==> src/rtl/prio_arb_pkg.sv <==
package prio_arb_pkg;

    // Widest source vector the ring scan accepts.
    localparam int MAX_SRC = 32;

    // First set bit of cand[0..n-1], scanning circularly from start.
    // Returns -1 when no bit is set.
    function automatic int ring_first(input logic [MAX_SRC-1:0] cand,
                                      input int start, input int n);
        int hit;
        hit = -1;
        for (int k = n - 1; k >= 0; k--) begin
            int p;
            p = (start + k) % n;
            if (cand[p]) hit = p;
        end
        return hit;
    endfunction

endpackage

==> src/rtl/prio_fair_arbiter.sv <==
module prio_fair_arbiter #(
    parameter int NSRC = 4,
    parameter int NDST = 4,
    localparam int SW = (NSRC > 1) ? $clog2(NSRC) : 1,
    localparam int DW = (NDST > 1) ? $clog2(NDST) : 1
) (
    input  logic                 clk,
    input  logic                 rst_n,
    input  logic [NSRC-1:0]      req_i,
    input  logic [NSRC*NDST-1:0] dest_mask_i,
    input  logic [NSRC-1:0]      hi_prio_i,
    input  logic [NSRC-1:0]      pkt_done_i,
    input  logic [NDST-1:0]      port_ready_i,
    output logic [NSRC-1:0]      grant_o,
    output logic [NSRC*DW-1:0]   grant_port_o
);
    import prio_arb_pkg::*;

    typedef struct packed {
        logic [NDST-1:0]          busy;    // output currently owned
        logic [NDST-1:0][SW-1:0]  rr_hi;   // next-first source, high tier
        logic [NDST-1:0][SW-1:0]  rr_lo;   // next-first source, low tier
        logic [NSRC-1:0]          gnt;     // source holds an output
        logic [NSRC-1:0][DW-1:0]  gport;   // output held by each source
    } arb_state_t;

    arb_state_t s_d, s_q;

    logic [NSRC-1:0][NDST-1:0] mask_w;
    assign mask_w = dest_mask_i;

    always_comb begin
        logic [NSRC-1:0]    taken;
        logic [NSRC-1:0]    hi_c;
        logic [NSRC-1:0]    lo_c;
        logic [MAX_SRC-1:0] ext_hi;
        logic [MAX_SRC-1:0] ext_lo;
        int                 w_hi;
        int                 w_lo;
        int                 win;

        s_d   = s_q;
        taken = '0;

        // Release: end of packet frees the held output after this edge.
        for (int s = 0; s < NSRC; s++) begin
            if (s_q.gnt[s] && pkt_done_i[s]) begin
                s_d.gnt[s]             = 1'b0;
                s_d.busy[s_q.gport[s]] = 1'b0;
            end
        end

        // Allocation: outputs decided in ascending order; a source wins at most one.
        for (int d = 0; d < NDST; d++) begin
            hi_c = '0;
            lo_c = '0;
            if (!s_q.busy[d] && port_ready_i[d]) begin
                for (int s = 0; s < NSRC; s++) begin
                    if (req_i[s] && !s_q.gnt[s] && mask_w[s][d] && !taken[s]) begin
                        if (hi_prio_i[s]) hi_c[s] = 1'b1;
                        else              lo_c[s] = 1'b1;
                    end
                end
            end
            ext_hi = '0;
            ext_lo = '0;
            ext_hi[NSRC-1:0] = hi_c;
            ext_lo[NSRC-1:0] = lo_c;
            w_hi = ring_first(ext_hi, int'(s_q.rr_hi[d]), NSRC);
            w_lo = ring_first(ext_lo, int'(s_q.rr_lo[d]), NSRC);
            win  = -1;
            if (w_hi >= 0) begin
                win           = w_hi;
                s_d.rr_hi[d]  = SW'((w_hi + 1) % NSRC);
            end else if (w_lo >= 0) begin
                win           = w_lo;
                s_d.rr_lo[d]  = SW'((w_lo + 1) % NSRC);
            end
            if (win >= 0) begin
                taken[win]     = 1'b1;
                s_d.gnt[win]   = 1'b1;
                s_d.gport[win] = DW'(d);
                s_d.busy[d]    = 1'b1;
            end
        end
    end

    always_ff @(posedge clk or negedge rst_n) begin
        if (!rst_n) s_q <= '0;
        else        s_q <= s_d;
    end

    assign grant_o      = s_q.gnt;
    assign grant_port_o = s_q.gport;

endmodule

==> config.mk <==
export PLATFORM = sky130hd
export DESIGN_NAME = prio_fair_arbiter
export DESIGN_NICKNAME = d
export VERILOG_FILES = /design/src/rtl/prio_arb_pkg.sv /design/src/rtl/prio_fair_arbiter.sv
export SDC_FILE = /design/constraint.sdc
export NUM_CORES = 1
export LEC_CHECK = 0
export CORE_MARGIN = 4
export CORE_UTILIZATION = 37
export CTS_CLUSTER_DIAMETER = 80
export DETAILED_ROUTE_END_ITERATION = 16
export GPL_TIMING_DRIVEN = 0
export PLACE_DENSITY = 0.66
export SLEW_MARGIN = 20
export SYNTH_ARGS = -nofsm -noshare
export SYNTH_HDL_FRONTEND = slang
export SYNTH_SLANG_ARGS = --single-unit
export TNS_END_PERCENT = 100
==> constraint.sdc <==
create_clock -name clk -period 9.57 [get_ports clk]
set_input_delay 1.4355 -clock clk [delete_from_list [all_inputs] [get_ports clk]]
set_output_delay 1.4355 -clock clk [all_outputs]
set_load 0.02 [all_outputs]
==> impl_metrics.env <==
export IMPL_status="complete, no violations"
export IMPL_worstSkewPairLatency_ns=0.30
export IMPL_cts_tree="done"
export IMPL_drive_gt1_share_pct=14.89
export IMPL_cap_violations=0
export IMPL_core_mm2=0.009729
export IMPL_critPathSlowestCell="a211oi_1"
export IMPL_slew_headroom_pct=44.73
export IMPL_holdWs_ns=0.5411
export IMPL_worst_path_largest_cell_delay_ns=0.61
export IMPL_drt_pass1_iterations=5
export IMPL_ctsResizeCount=0
export IMPL_placed_cell_area_mm2=0.004309
export IMPL_syn_inst=463
export IMPL_wl_mm=12.07
export IMPL_cts_buffer_depth=2
export IMPL_worst_setup_path_start_kind="primary input"
export IMPL_yosys_register_bits=32
export IMPL_crit_chain="clkdlybuf4s50_1 > nor3b_2 > a211oi_1 > a221oi_1 > a21oi_1 > and2_1 > a211oi_1 > o311ai_2 > a21o_1 > a22o_1 > a222oi_1 > nand3_1 > a21boi_4 > buf_6 > o21ai_4 > nand2_1 > or3_1 > o21ai_2 > o2111ai_1"
export IMPL_die_y_um=107.7
export IMPL_yosys_area_top_type_share_pct=21.78
export IMPL_critical_path_max_fanout=10
export IMPL_routabilityCongestion=0.8889
export IMPL_crit_type="primary input to flip-flop"
export IMPL_clk_pin_slew_ns=0.07
export IMPL_min_period_ns=6.899
export IMPL_vias=4030
export IMPL_die_w_um=107.7
export IMPL_n_antenna_cell=0
export IMPL_finalInstanceArea_mm2=0.004420
export IMPL_vias_per_cell=6.200
export IMPL_tns_ns=0
export IMPL_cts_buffers=5
export IMPL_slew_violations=0
export IMPL_grt_usage_pct=20.56
export IMPL_clockRootBuffer="clkbuf_8"
export IMPL_port_buffers=45
export IMPL_rsz0062_at_grt="false"
export IMPL_setup_viol=0
export IMPL_route_detailed_drc=0
export IMPL_finalCritPeriodShare_pct=72.09
export IMPL_final_hold_violation_count=0
export IMPL_worst_setup_path_end_kind="flip-flop"
export IMPL_grt_pass1_vias=3758
export IMPL_cts_sinks=32
export IMPL_timing_fmax_ghz=0.1449
export IMPL_die_area_mm2=0.01160
export IMPL_cp_common_cell="a211oi_1"
export IMPL_async_flop_share_pct=100.0
export IMPL_cp_arrival_ns=7.05
export IMPL_drt_iter0_drc=275
export IMPL_grt_antenna_before_repair=0
export IMPL_core_rowCount=36
export IMPL_place_hpwl_mm=9.647
export IMPL_post_drt_wl_per_cell_um=18.56
export IMPL_area_growth_pct=20.21
export IMPL_power_density_mw_per_mm2=207.4
export IMPL_syn_area_per_cell_um2=7.942
export IMPL_power_w=0.0009168
export IMPL_htree_levels=2
export IMPL_crit_family="compound AO/OA/AOI/OAI gates"
export IMPL_initial_core_util_pct=37.80
export IMPL_cts_setup_buffers=0
export IMPL_ys_seq_area_share_pct=21.78
export IMPL_vdd_drop_max_mv=0.08034
export IMPL_pin_count=46
export IMPL_synth_yosys_warnings=0
export IMPL_synth_nets=497
export IMPL_synth_area_leader_cell="dfrtp_1"
export IMPL_hold_buffers=0
export IMPL_hold_path_class="flip-flop to flip-flop"
export IMPL_yosys_top_cells_area="dfrtp_1 (22%), nand2_1 (4.4%), nand3_1 (3.8%)"
export IMPL_fin_skew_ns=0.01027
export IMPL_grt_ovfl_total=0
export IMPL_synthFlopType="dfrtp_1"
export IMPL_power_leakage_nw=1.694
export IMPL_synth_edf_count=0
export IMPL_final_net_count=550
export IMPL_grt_pass1_wl_mm=18.98
export IMPL_tightest_slew_ns=0.8272
export IMPL_ant_nets=0
export IMPL_syn_area_mm2=0.003677
export IMPL_grt_max_degree=26
export IMPL_crit_buf_inv=2
export IMPL_synth_cell_types=85
export IMPL_critical_path_required_ns=9.72
## placed cells by master (no fill, tap or decap), types with 5 or more instances in the layout
cell | netlist | layout
nor2b_1 | 10 | 10
and3_1 | 8 | 8
nand2b_1 | 6 | 6
clkbuf_8 | 0 | 5
dfrtp_1 | 32 | 32
and2_1 | 6 | 6
buf_4 | 14 | 14
o22ai_1 | 7 | 7
a21o_1 | 5 | 5
a22oi_1 | 8 | 8
a211oi_1 | 6 | 6
or2_2 | 6 | 6
nor3_1 | 18 | 18
nor2_1 | 35 | 35
inv_1 | 15 | 15
a21oi_2 | 6 | 6
o21ai_0 | 18 | 18
o211ai_1 | 13 | 13
nand3_1 | 28 | 28
nand2_1 | 43 | 43
clkdlybuf4s50_1 | 0 | 44
nand4_1 | 16 | 16
and3b_1 | 5 | 5
o21ai_1 | 14 | 14
o21a_1 | 5 | 5
a21oi_1 | 20 | 20
## Yosys cell counts (all sizes together), types with 4 or more instances
cell and number:
a211oi 6, a21boi 7, a21o 6, a21oi 27, a221oi 6, a22oi 10, a31oi 4, and2 9
and3 10, and3b 5, buf 18, dfrtp 32, inv 15, nand2 43, nand2b 6, nand3 28
nand4 16, nor2 36, nor2b 10, nor3 21, nor3b 4, nor4 5, o211ai 13, o21a 7
o21ai 39, o22ai 8, or2 6, or3 4
## cell type report
cell class	instances	area, µm²
Fill cell	996	5309
Clock inverter	3	42.54
Clock buffer	5	68.82
Tap cell	133	166.4
Timing Repair Buffer	46	465.4
Sequential cell	32	800.8
Buffer	18	142.6
Inverter	15	56.30
Multi-Input combinational cell	398	2678
## worst min-delay path, cell delays in order, from the launching register on
cell and delay [ns]:
dfrtp_1 0.39, nand2_1 0.06, nand2_1 0.05
## path summary, 6_finish.rpt
path / start / depth (start not counted) / slack [ns] / endpoint
worst max-delay path: hi_prio_i[3] / 19 / 2.67 / grant_o[3]
worst min-delay path: s_q[12] / 2 / 0.54 / s_q[12]
worst max register to register: grant_o[0] / 19 / 3.86 / grant_o[3]
worst min register to register: s_q[12] / 2 / 0.54 / s_q[12]
max in group asynchronous: rst_n / 2 / 8.14 / grant_port_o[1]
min in group asynchronous: rst_n / 1 / 0.99 / s_q[20]
## logic make-up (layout without fill, tap and decap cells)
family,count (synthesis),after routing,synth area share [%]
AO/OA/AOI/OAI,174,174,37.91
XOR/XNOR,4,4,0.9529
buffers and inverters,33,87,5.410
flip-flops,32,32,21.78
multiplexers,3,3,0.8506
AND/OR/NAND/NOR,217,217,33.11
## registers in the layout, indices dropped and copies added (netlist names)
name,cells
grant_o,4
grant_port_o,8
s_q,20
## power by group
part	switching, W	leakage, nW	internal, W
clock	0.0000608	0.0541	0.0000771
sequential	0.0000922	0.395	0.000198
combinational	0.000270	1.24	0.000218
total	0.000423	1.69	0.000494
## stage by stage
step	setup WS, ns	util [%]	instances
after global routing	2.280	45.43	650
after floorplan	3.880	-	463
final	2.671	45.43	650
after detailed placement	2.477	44.29	642
after CTS	2.773	45.43	650
after global placement	2.510	44.14	641
## per-layer routing
metal  GRT usage [%]  part of all wire, %  vias up
met4           6.312                  2.0        0
li1                -                    -     1921
met5               0                    0        -
met2           34.72                   47      137
met3           3.119                  6.3       23
met1           26.95                   44     1949
(Power assumes the default switching activity.)
